`config.mk`:
```
export PLATFORM = sky130hd
export DESIGN_NAME = spiAddrResponder
export DESIGN_NICKNAME = d
export VERILOG_FILES = /design/src/rtl/spiRspPkg.sv /design/src/rtl/spiRspDatapath.sv /design/src/rtl/spiRspControl.sv /design/src/rtl/spiAddrResponder.sv
export SDC_FILE = /design/constraint.sdc
export NUM_CORES = 1
export LEC_CHECK = 0
export BUFFER_PORTS_ARGS = -buffer_cell sky130_fd_sc_hd__buf_2
export CAP_MARGIN = 15
export CORE_MARGIN = 3
export CORE_UTILIZATION = 48
export DETAILED_ROUTE_END_ITERATION = 8
export PLACE_DENSITY_LB_ADDON = 0.3
export SLEW_MARGIN = 20
export SYNTH_ARGS = -nofsm -noshare
export SYNTH_HDL_FRONTEND = slang
export SYNTH_SLANG_ARGS = --single-unit
```
`constraint.sdc`:
```
create_clock -name clk -period 5 [get_ports clk]
set_input_delay 1.25 -clock clk [delete_from_list [all_inputs] [get_ports clk]]
set_output_delay 1.25 -clock clk [all_outputs]
set_load 0.005 [all_outputs]
```
`src/rtl/spiRspPkg.sv`:
```
package spiRspPkg;
  localparam int IDX_W = 8;

  typedef enum logic [1:0] {
    TX_FILL,
    TX_ACK,
    TX_DATA
  } txSel_e;

  typedef struct packed {
    txSel_e           sel;
    logic [IDX_W-1:0] idx;
    logic             clrPtr;
  } ctlStrobe_t;
endpackage

```
`src/rtl/spiRspDatapath.sv`:
```
module spiRspDatapath
  import spiRspPkg::*;
#(
  parameter int                BYTE_W     = 8,
  parameter int                DATA_BYTES = 4,
  parameter logic [BYTE_W-1:0] FILL_VAL   = '1,
  parameter logic [BYTE_W-1:0] ACK_VAL    = 8'hA5
) (
  input  logic              clk,
  input  logic              rst,
  input  logic              resync,
  input  logic              sclk,
  input  logic              mosi,
  input  ctlStrobe_t        ctl,
  input  logic              wrEn,
  input  logic [BYTE_W-1:0] wrData,
  output logic [BYTE_W-1:0] rxByte,
  output logic              byteDone,
  output logic              loadNow,
  output logic              miso
);
  localparam int BIT_W = $clog2(BYTE_W);
  localparam int PTR_W = $clog2(DATA_BYTES + 1);

  logic              sclkS, sclkD, mosiS;
  logic              rise, fall;
  logic [BIT_W-1:0]  bitCnt;
  logic [BYTE_W-1:0] rxShift;
  logic [BYTE_W-1:0] txShift;
  logic [BYTE_W-1:0] txNext;
  logic [BYTE_W-1:0] rspBuf [DATA_BYTES];
  logic [PTR_W-1:0]  wrPtr;

  always_ff @(posedge clk) begin
    if (rst) begin
      sclkS <= 1'b0;
      sclkD <= 1'b0;
      mosiS <= 1'b0;
    end else begin
      sclkS <= sclk;
      sclkD <= sclkS;
      mosiS <= mosi;
    end
  end

  assign rise    = sclkS & ~sclkD;
  assign fall    = ~sclkS & sclkD;
  assign loadNow = fall && (bitCnt == '0);

  always_ff @(posedge clk) begin
    if (rst || resync) begin
      bitCnt   <= '0;
      rxShift  <= '0;
      byteDone <= 1'b0;
    end else begin
      byteDone <= rise && (bitCnt == BIT_W'(BYTE_W - 1));
      if (rise) begin
        rxShift <= {rxShift[BYTE_W-2:0], mosiS};
        bitCnt  <= (bitCnt == BIT_W'(BYTE_W - 1)) ? '0 : bitCnt + 1'b1;
      end
    end
  end

  assign rxByte = rxShift;

  always_ff @(posedge clk) begin
    if (rst) begin
      wrPtr <= '0;
    end else if (ctl.clrPtr) begin
      wrPtr <= '0;
    end else if (wrEn && (wrPtr < PTR_W'(DATA_BYTES))) begin
      wrPtr <= wrPtr + 1'b1;
    end
  end

  always_ff @(posedge clk) begin
    for (int i = 0; i < DATA_BYTES; i++) begin
      if (!rst && !ctl.clrPtr && wrEn && (wrPtr == PTR_W'(i))) rspBuf[i] <= wrData;
    end
  end

  always_comb begin
    txNext = FILL_VAL;
    unique case (ctl.sel)
      TX_ACK:  txNext = ACK_VAL;
      TX_DATA: begin
        for (int i = 0; i < DATA_BYTES; i++) begin
          if (ctl.idx == IDX_W'(i)) txNext = rspBuf[i];
        end
      end
      default: txNext = FILL_VAL;
    endcase
  end

  always_ff @(posedge clk) begin
    if (rst || resync) begin
      txShift <= FILL_VAL;
    end else if (loadNow) begin
      txShift <= txNext;
    end else if (fall) begin
      txShift <= {txShift[BYTE_W-2:0], 1'b1};
    end
  end

  assign miso = txShift[BYTE_W-1];

  // the shifter moves only on a falling serial edge or a resync
  p_tx_stable_r8: assert property (@(posedge clk) disable iff (rst)
    (!fall && !resync) |=> (txShift == $past(txShift)));
endmodule

```
`src/rtl/spiRspControl.sv`:
```
module spiRspControl
  import spiRspPkg::*;
#(
  parameter int                BYTE_W      = 8,
  parameter int                FRAME_BYTES = 6,
  parameter int                DATA_BYTES  = 4,
  parameter int                ADDR_IDX    = 0,
  parameter logic [BYTE_W-1:0] FILL_VAL    = '1
) (
  input  logic              clk,
  input  logic              rst,
  input  logic              resync,
  input  logic [BYTE_W-1:0] ownAddr,
  input  logic              byteDone,
  input  logic [BYTE_W-1:0] rxByte,
  input  logic              loadNow,
  input  logic              rspReady,
  output ctlStrobe_t        ctl,
  output logic              cmdHit,
  output logic              misoEn
);
  localparam int                CNT_W    = $clog2(FRAME_BYTES);
  localparam logic [CNT_W-1:0]  LAST_CNT = CNT_W'(FRAME_BYTES - 1);
  localparam logic [CNT_W-1:0]  ADDR_CNT = CNT_W'(ADDR_IDX);
  localparam logic [IDX_W-1:0]  LAST_IDX = IDX_W'(DATA_BYTES - 1);

  typedef enum logic [1:0] {S_IDLE, S_WAIT, S_DATA, S_TAIL} state_e;

  state_e           state;
  logic [CNT_W-1:0] byteCnt;
  logic             addrOk;
  logic             readyFlag;
  logic [IDX_W-1:0] dataIdx;

  always_ff @(posedge clk) begin
    if (rst || resync) begin
      state     <= S_IDLE;
      byteCnt   <= '0;
      addrOk    <= 1'b0;
      readyFlag <= 1'b0;
      misoEn    <= 1'b0;
      dataIdx   <= '0;
      cmdHit    <= 1'b0;
    end else begin
      cmdHit <= 1'b0;
      if (state == S_WAIT && rspReady) readyFlag <= 1'b1;
      unique case (state)
        S_IDLE: begin
          if (byteDone) begin
            if (byteCnt == ADDR_CNT)
              addrOk <= (rxByte == ownAddr) && (ownAddr != FILL_VAL);
            if (byteCnt == LAST_CNT) begin
              byteCnt <= '0;
              addrOk  <= 1'b0;
              if (addrOk) begin
                state  <= S_WAIT;
                cmdHit <= 1'b1;
              end
            end else begin
              byteCnt <= byteCnt + 1'b1;
            end
          end
        end
        S_WAIT: begin
          if (loadNow && readyFlag) begin
            state     <= S_DATA;
            dataIdx   <= '0;
            misoEn    <= 1'b1;
            readyFlag <= 1'b0;
          end
        end
        S_DATA: begin
          if (loadNow) begin
            if (dataIdx == LAST_IDX) state <= S_TAIL;
            else dataIdx <= dataIdx + 1'b1;
          end
        end
        S_TAIL: begin
          if (loadNow) begin
            state  <= S_IDLE;
            misoEn <= 1'b0;
          end
        end
        default: state <= S_IDLE;
      endcase
    end
  end

  always_comb begin
    ctl.idx    = dataIdx;
    ctl.clrPtr = cmdHit;
    if (state == S_WAIT && readyFlag) ctl.sel = TX_ACK;
    else if (state == S_DATA)         ctl.sel = TX_DATA;
    else                              ctl.sel = TX_FILL;
  end

  p_hit_single_r2: assert property (@(posedge clk) disable iff (rst)
    cmdHit |=> !cmdHit);

  p_ff_never_r4: assert property (@(posedge clk) disable iff (rst)
    cmdHit |-> ($past(ownAddr) != FILL_VAL));

  p_en_rise_boundary_r6: assert property (@(posedge clk) disable iff (rst)
    $rose(misoEn) |-> $past(loadNow));

  p_en_fall_boundary_r6: assert property (@(posedge clk) disable iff (rst)
    $fell(misoEn) |-> ($past(loadNow) || $past(resync)));
endmodule

```
`src/rtl/spiAddrResponder.sv`:
```
module spiAddrResponder
  import spiRspPkg::*;
#(
  parameter int                BYTE_W      = 8,
  parameter int                FRAME_BYTES = 6,
  parameter int                DATA_BYTES  = 4,
  parameter int                ADDR_IDX    = 0,
  parameter logic [BYTE_W-1:0] FILL_VAL    = '1,
  parameter logic [BYTE_W-1:0] ACK_VAL     = 8'hA5
) (
  input  logic              clk,
  input  logic              rst,
  input  logic              resync,
  input  logic [BYTE_W-1:0] ownAddr,
  input  logic              sclk,
  input  logic              mosi,
  output logic              miso,
  output logic              misoEn,
  input  logic [BYTE_W-1:0] rspData,
  input  logic              rspWr,
  input  logic              rspReady,
  output logic              cmdHit
);
  ctlStrobe_t        ctl;
  logic [BYTE_W-1:0] rxByte;
  logic              byteDone;
  logic              loadNow;

  spiRspDatapath #(
    .BYTE_W(BYTE_W), .DATA_BYTES(DATA_BYTES),
    .FILL_VAL(FILL_VAL), .ACK_VAL(ACK_VAL)
  ) uDp (
    .clk(clk), .rst(rst), .resync(resync), .sclk(sclk), .mosi(mosi),
    .ctl(ctl), .wrEn(rspWr), .wrData(rspData), .rxByte(rxByte),
    .byteDone(byteDone), .loadNow(loadNow), .miso(miso)
  );

  spiRspControl #(
    .BYTE_W(BYTE_W), .FRAME_BYTES(FRAME_BYTES), .DATA_BYTES(DATA_BYTES),
    .ADDR_IDX(ADDR_IDX), .FILL_VAL(FILL_VAL)
  ) uCtl (
    .clk(clk), .rst(rst), .resync(resync), .ownAddr(ownAddr),
    .byteDone(byteDone), .rxByte(rxByte), .loadNow(loadNow),
    .rspReady(rspReady), .ctl(ctl), .cmdHit(cmdHit), .misoEn(misoEn)
  );
endmodule

```
==> run summary <==
The run finished with clean final reports. The number of global-route vias before repair is 2369. The data required time at the worst endpoint is 3.75 ns. The detailed router's first-iteration violation count is 192. The die outline height came out at 91.30 µm. The count of final setup violators came out at 0. The post-CTS setup buffer count came out at 0.

The number of buffers and inverters on the critical path is 1. The wire length of the first global-routing pass came out at 11600 µm. The net switching fraction of the power came out at 22.13%. The combinational fraction of design power is 4.4%. The number of H-tree branching levels is 3. The number of buffers added on ports came out at 25. Once detail routing completed, the nets flagged for antenna violations numbered 0. The synthesized instance count is 337. The class of the tightest hold or removal check is flop to flop.

The largest individual stage delay along the critical path comes from the cell dfxtp_1. Across the run, the number of max-cap violations was 0. The final setup skew is 0.01298 ns. For this design, the sink count on the clock tree is 75. The clock insertion delay at the later pin of the skew report came out at 0.35 ns. The first-pass detailed-route iteration total is 5. The placer's final routability congestion estimate came out at 0.8204.

For the pin with the worst max-slew slack, the measured transition is 0.7206 ns. The maximum clock insertion buffer count came out at 2. The max-slew headroom at the worst pin is 51.86%. The worst hold endpoint is uDp.rxByte[0]. The routed length per instance came out at 14.48 µm. The sequential cell fraction of total power is 53.5%. The analysis attributes to cell leakage a power of 1.354 nW. The synthesized area per cell is 10.36 µm².

Ranked by total cell area, the synthesized netlist is headed by edfxtp_1 28%, dfxtp_1 25%, ha_1 6.1%. The overall routed net length is 6717 µm. TritonCTS built the clock tree.

The standard cell core area came out at 0.006907 mm². The area of the die is 0.008335 mm². The maximum single-stage delay on the critical path is 0.44 ns. Counting flops with an async set or reset pin after synthesis yields a share of 0%.

The worst setup path is of the flop to output pin kind. Setup repair after global routing left no endpoint under its margin. The synthesized netlist occupies a cell area of 0.003492 mm².

The total internal power came out at 0.0009564 W. The number of antenna violations at the first check in global routing is 0. The number of nets in the layout came out at 403. The worst reg2reg path startpoint is uCtl.state[0]. STA classifies the critical path endpoint as an output pin.

The total of hold buffers inserted after clock tree synthesis is 0. The number of gates given a new drive strength after cts is 0. The worst ir drop on vdd is 0.3072 mV.

Counting instances, the worst hold path has a depth of 2. The number of library cell types mapped by synthesis came out at 49. The critical path goes through buf_2.

The total negative setup slack came out at 0 ns. The number of enable-type register cells in the synthesized netlist came out at 32. The data arrival time of the worst path is 0.93 ns. The clock share of power came out at 42.1%. From synthesis to final layout, the design area changed by 12.36%. In this run the clock root is driven by a clkbuf_8. In this run the register-to-register setup slack is 2.86 ns. The kind of cell with the highest combined delay along the critical path is flip-flops. The final period utilization came out at 43.67%. The startpoint identified for the worst hold timing path is uDp.mosiS.

The biggest area consumer among synthesized cells is edfxtp_1. The power per unit of standard cell area is 313.0 mW/mm². The post-route netlist has 12.77% of its cells at a drive strength greater than 1. The number of synthesized register bits is 75. Counting the buffers created by CTS gives 9. Static timing analysis puts the maximum clock frequency at 458.0 MHz. The wire-length estimate of the detail-placed layout is 5008 µm.

The number of max-slew violations in the final report is 0. The worst-path maximum fanout is 5. The repair_antennas step left the layout with diodes totalling 0. The minimum clock period after layout came out at 2.183 ns. Dividing the detail-routed via count by the number of cells gives 5.420. Measured in cells, the most critical reg-to-reg path has a length of 6.

The net switching power of the design came out at 0.0002719 W. The combined global-route utilization of all metal layers came out at 17.67%. The endpoint identified for the worst register-to-register timing path is uCtl.dataIdx[3].

The detailed router placed 2515 vias in this run. The final hold violation count is 0. The residual DRC count came out at 0. The number of I/O pins came out at 26. The initial core utilization is 50.56%.

The completed layout was analyzed and its total power is 0.001228 W. The remaining global-route overflow came out at 0. The row count is 30.

The largest net degree at the start of global routing came out at 28. In this run the biggest area consumer among cell types represents 27.52% of the synthesized area. The synthesized net count is 377. The worst setup path is launched from a flop.

The sequential-to-total area share from yosys stat came out at 52.17%. The Yosys step of the flow raised 0 warnings. The die width is 91.30 µm. Among all flip-flop cells after synthesis, the most frequent one is dfxtp_1. The clock-pin slew of the registers on the worst-case setup and hold paths came out at 0.08 ns.
==> worst min-delay path, cell delays in order, from the launching register on <==
cell     delay (ns)
dfxtp_1        0.30
nand2_1        0.04
a21oi_1        0.05
==> cells in the final DEF, fill, tap and decap left out, types with 2 or more instances in the layout <==
master / n
dfxtp_1: 43
nand2_1: 39
a21oi_1: 35
edfxtp_1: 32
buf_2: 25
nor2_1: 20
ha_1: 17
inv_1: 16
xnor2_1: 11
nor2b_1: 10
o221ai_1: 9
clkbuf_8: 9
and3_1: 8
nand3_1: 8
nor3_1: 7
o21ai_0: 6
or3_1: 6
a311o_1: 5
nor3b_1: 5
o311ai_1: 4
nand4_1: 4
or2b_1: 3
and2_1: 3
nand2b_1: 2
a311oi_1: 2
a2111o_1: 2
mux2i_1: 2
xor2_1: 2
nand3b_1: 2
nor4b_1: 2
a2111oi_0: 2
nor4_1: 2
bufinv_16: 2
==> per-layer routing <==
metal  up-vias  share of wire (%)  track usage (%)
met5         -                  0                0
met4         0                1.1            6.030
met3         7                5.3            3.728
met2        62                 45            26.36
met1      1163                 48            25.45
li1       1283                  -                -
==> layout make-up <==
type	instances	area (µm²)
Timing Repair Buffer	25	125.1
Clock buffer	9	123.9
Clock inverter	7	100.1
Fill cell	632	2983
Inverter	16	60.06
Sequential cell	75	1822
Tap cell	96	120.1
Multi-Input combinational cell	236	1573
==> synthesized netlist by cell type, types with 2 or more instances <==
cell type   n
edfxtp_1   32
mux2i_1     2
or2b_1      3
nor2_1     20
nand2_1    39
nand4_1     4
a2111o_1    2
or3_1       6
clkbuf_1   10
a21oi_1    35
o221ai_1    9
nor3_1      7
nor4_1      2
xor2_1      2
o311ai_1    4
ha_1       17
nand2b_1    2
and2_1      3
o21ai_0     6
inv_1      16
and3_1      8
nand3b_1    2
dfxtp_1    43
nor4b_1     2
xnor2_1    11
a311o_1     5
nor2b_1    10
a2111oi_0   2
a311oi_1    2
nor3b_1     5
nand3_1     8
==> power groups by stage <==
stage / combinational, W / sequential [W] / clock [W]
after CTS: 0.0000547 / 0.000657 / 0.000523
after global routing: 0.0000621 / 0.000658 / 0.000557
final: 0.0000537 / 0.000657 / 0.000517
after global placement: 0.0000536 / 0.000671 / 0
after detailed placement: 0.0000545 / 0.000671 / 0
after floorplan: 0.0000336 / 0.000669 / 0
==> cells by family (layout without fill, tap and decap cells) <==
logic type | count (synthesis) | count (layout) | synth area share, %
flip-flops | 75 | 75 | 52.17
multiplexers | 2 | 2 | 0.5733
AND/OR/NAND/NOR | 129 | 129 | 20.39
XOR/XNOR | 13 | 13 | 3.261
adder cells (fa/ha/maj) | 17 | 17 | 6.091
buffers and inverters | 26 | 57 | 2.795
AO/OA/AOI/OAI | 75 | 75 | 14.73
==> stage by stage <==
| step | hold WS [ns] | area [µm²] | std cells | utilization (%) | worst slack (ns) |
|---|---|---|---|---|---|
| after global placement | 0.4303 | 3700 | 448 | 53.57 | 2.534 |
| after global routing | 0.4903 | 3924 | 464 | 56.81 | 2.669 |
| after detailed placement | 0.4311 | 3700 | 448 | 53.57 | 2.514 |
| final | 0.4408 | 3924 | 464 | 56.81 | 2.817 |
| after floorplan | 0.4174 | 3492 | 337 | - | 2.635 |
| after CTS | 0.4434 | 3924 | 464 | 56.81 | 2.803 |
==> worst max-delay path by stage <==
stage	startpoint	endpoint	slack [ns]	cells past startpoint
2_1_floorplan	rst	uCtl.cmdHit	2.63	5
6_report	uCtl.cmdHit	cmdHit	2.82	1
3_3_place_gp	rst	uDp.txShift[7]	2.53	3
3_5_place_dp	rst	uDp.txShift[7]	2.51	3
4_1_cts	uCtl.cmdHit	cmdHit	2.80	1
5_1_grt	uCtl.state[0]	uCtl.dataIdx[7]	2.67	6
==> registers in the layout (all words and copies together) (netlist names) <==
name,count
uDp.txShift,8
uDp.wrPtr,3
uCtl.addrOk,1
uCtl.state,2
uDp.byteDone,1
uCtl.cmdHit,1
uCtl.readyFlag,1
uCtl.byteCnt,3
uCtl.misoEn,1
uDp.bitCnt,3
uDp.rxByte,8
uDp.sclkS,1
uDp.sclkD,1
uCtl.dataIdx,8
uDp.rspBuf,32
uDp.mosiS,1
(Power assumes the default switching activity.)
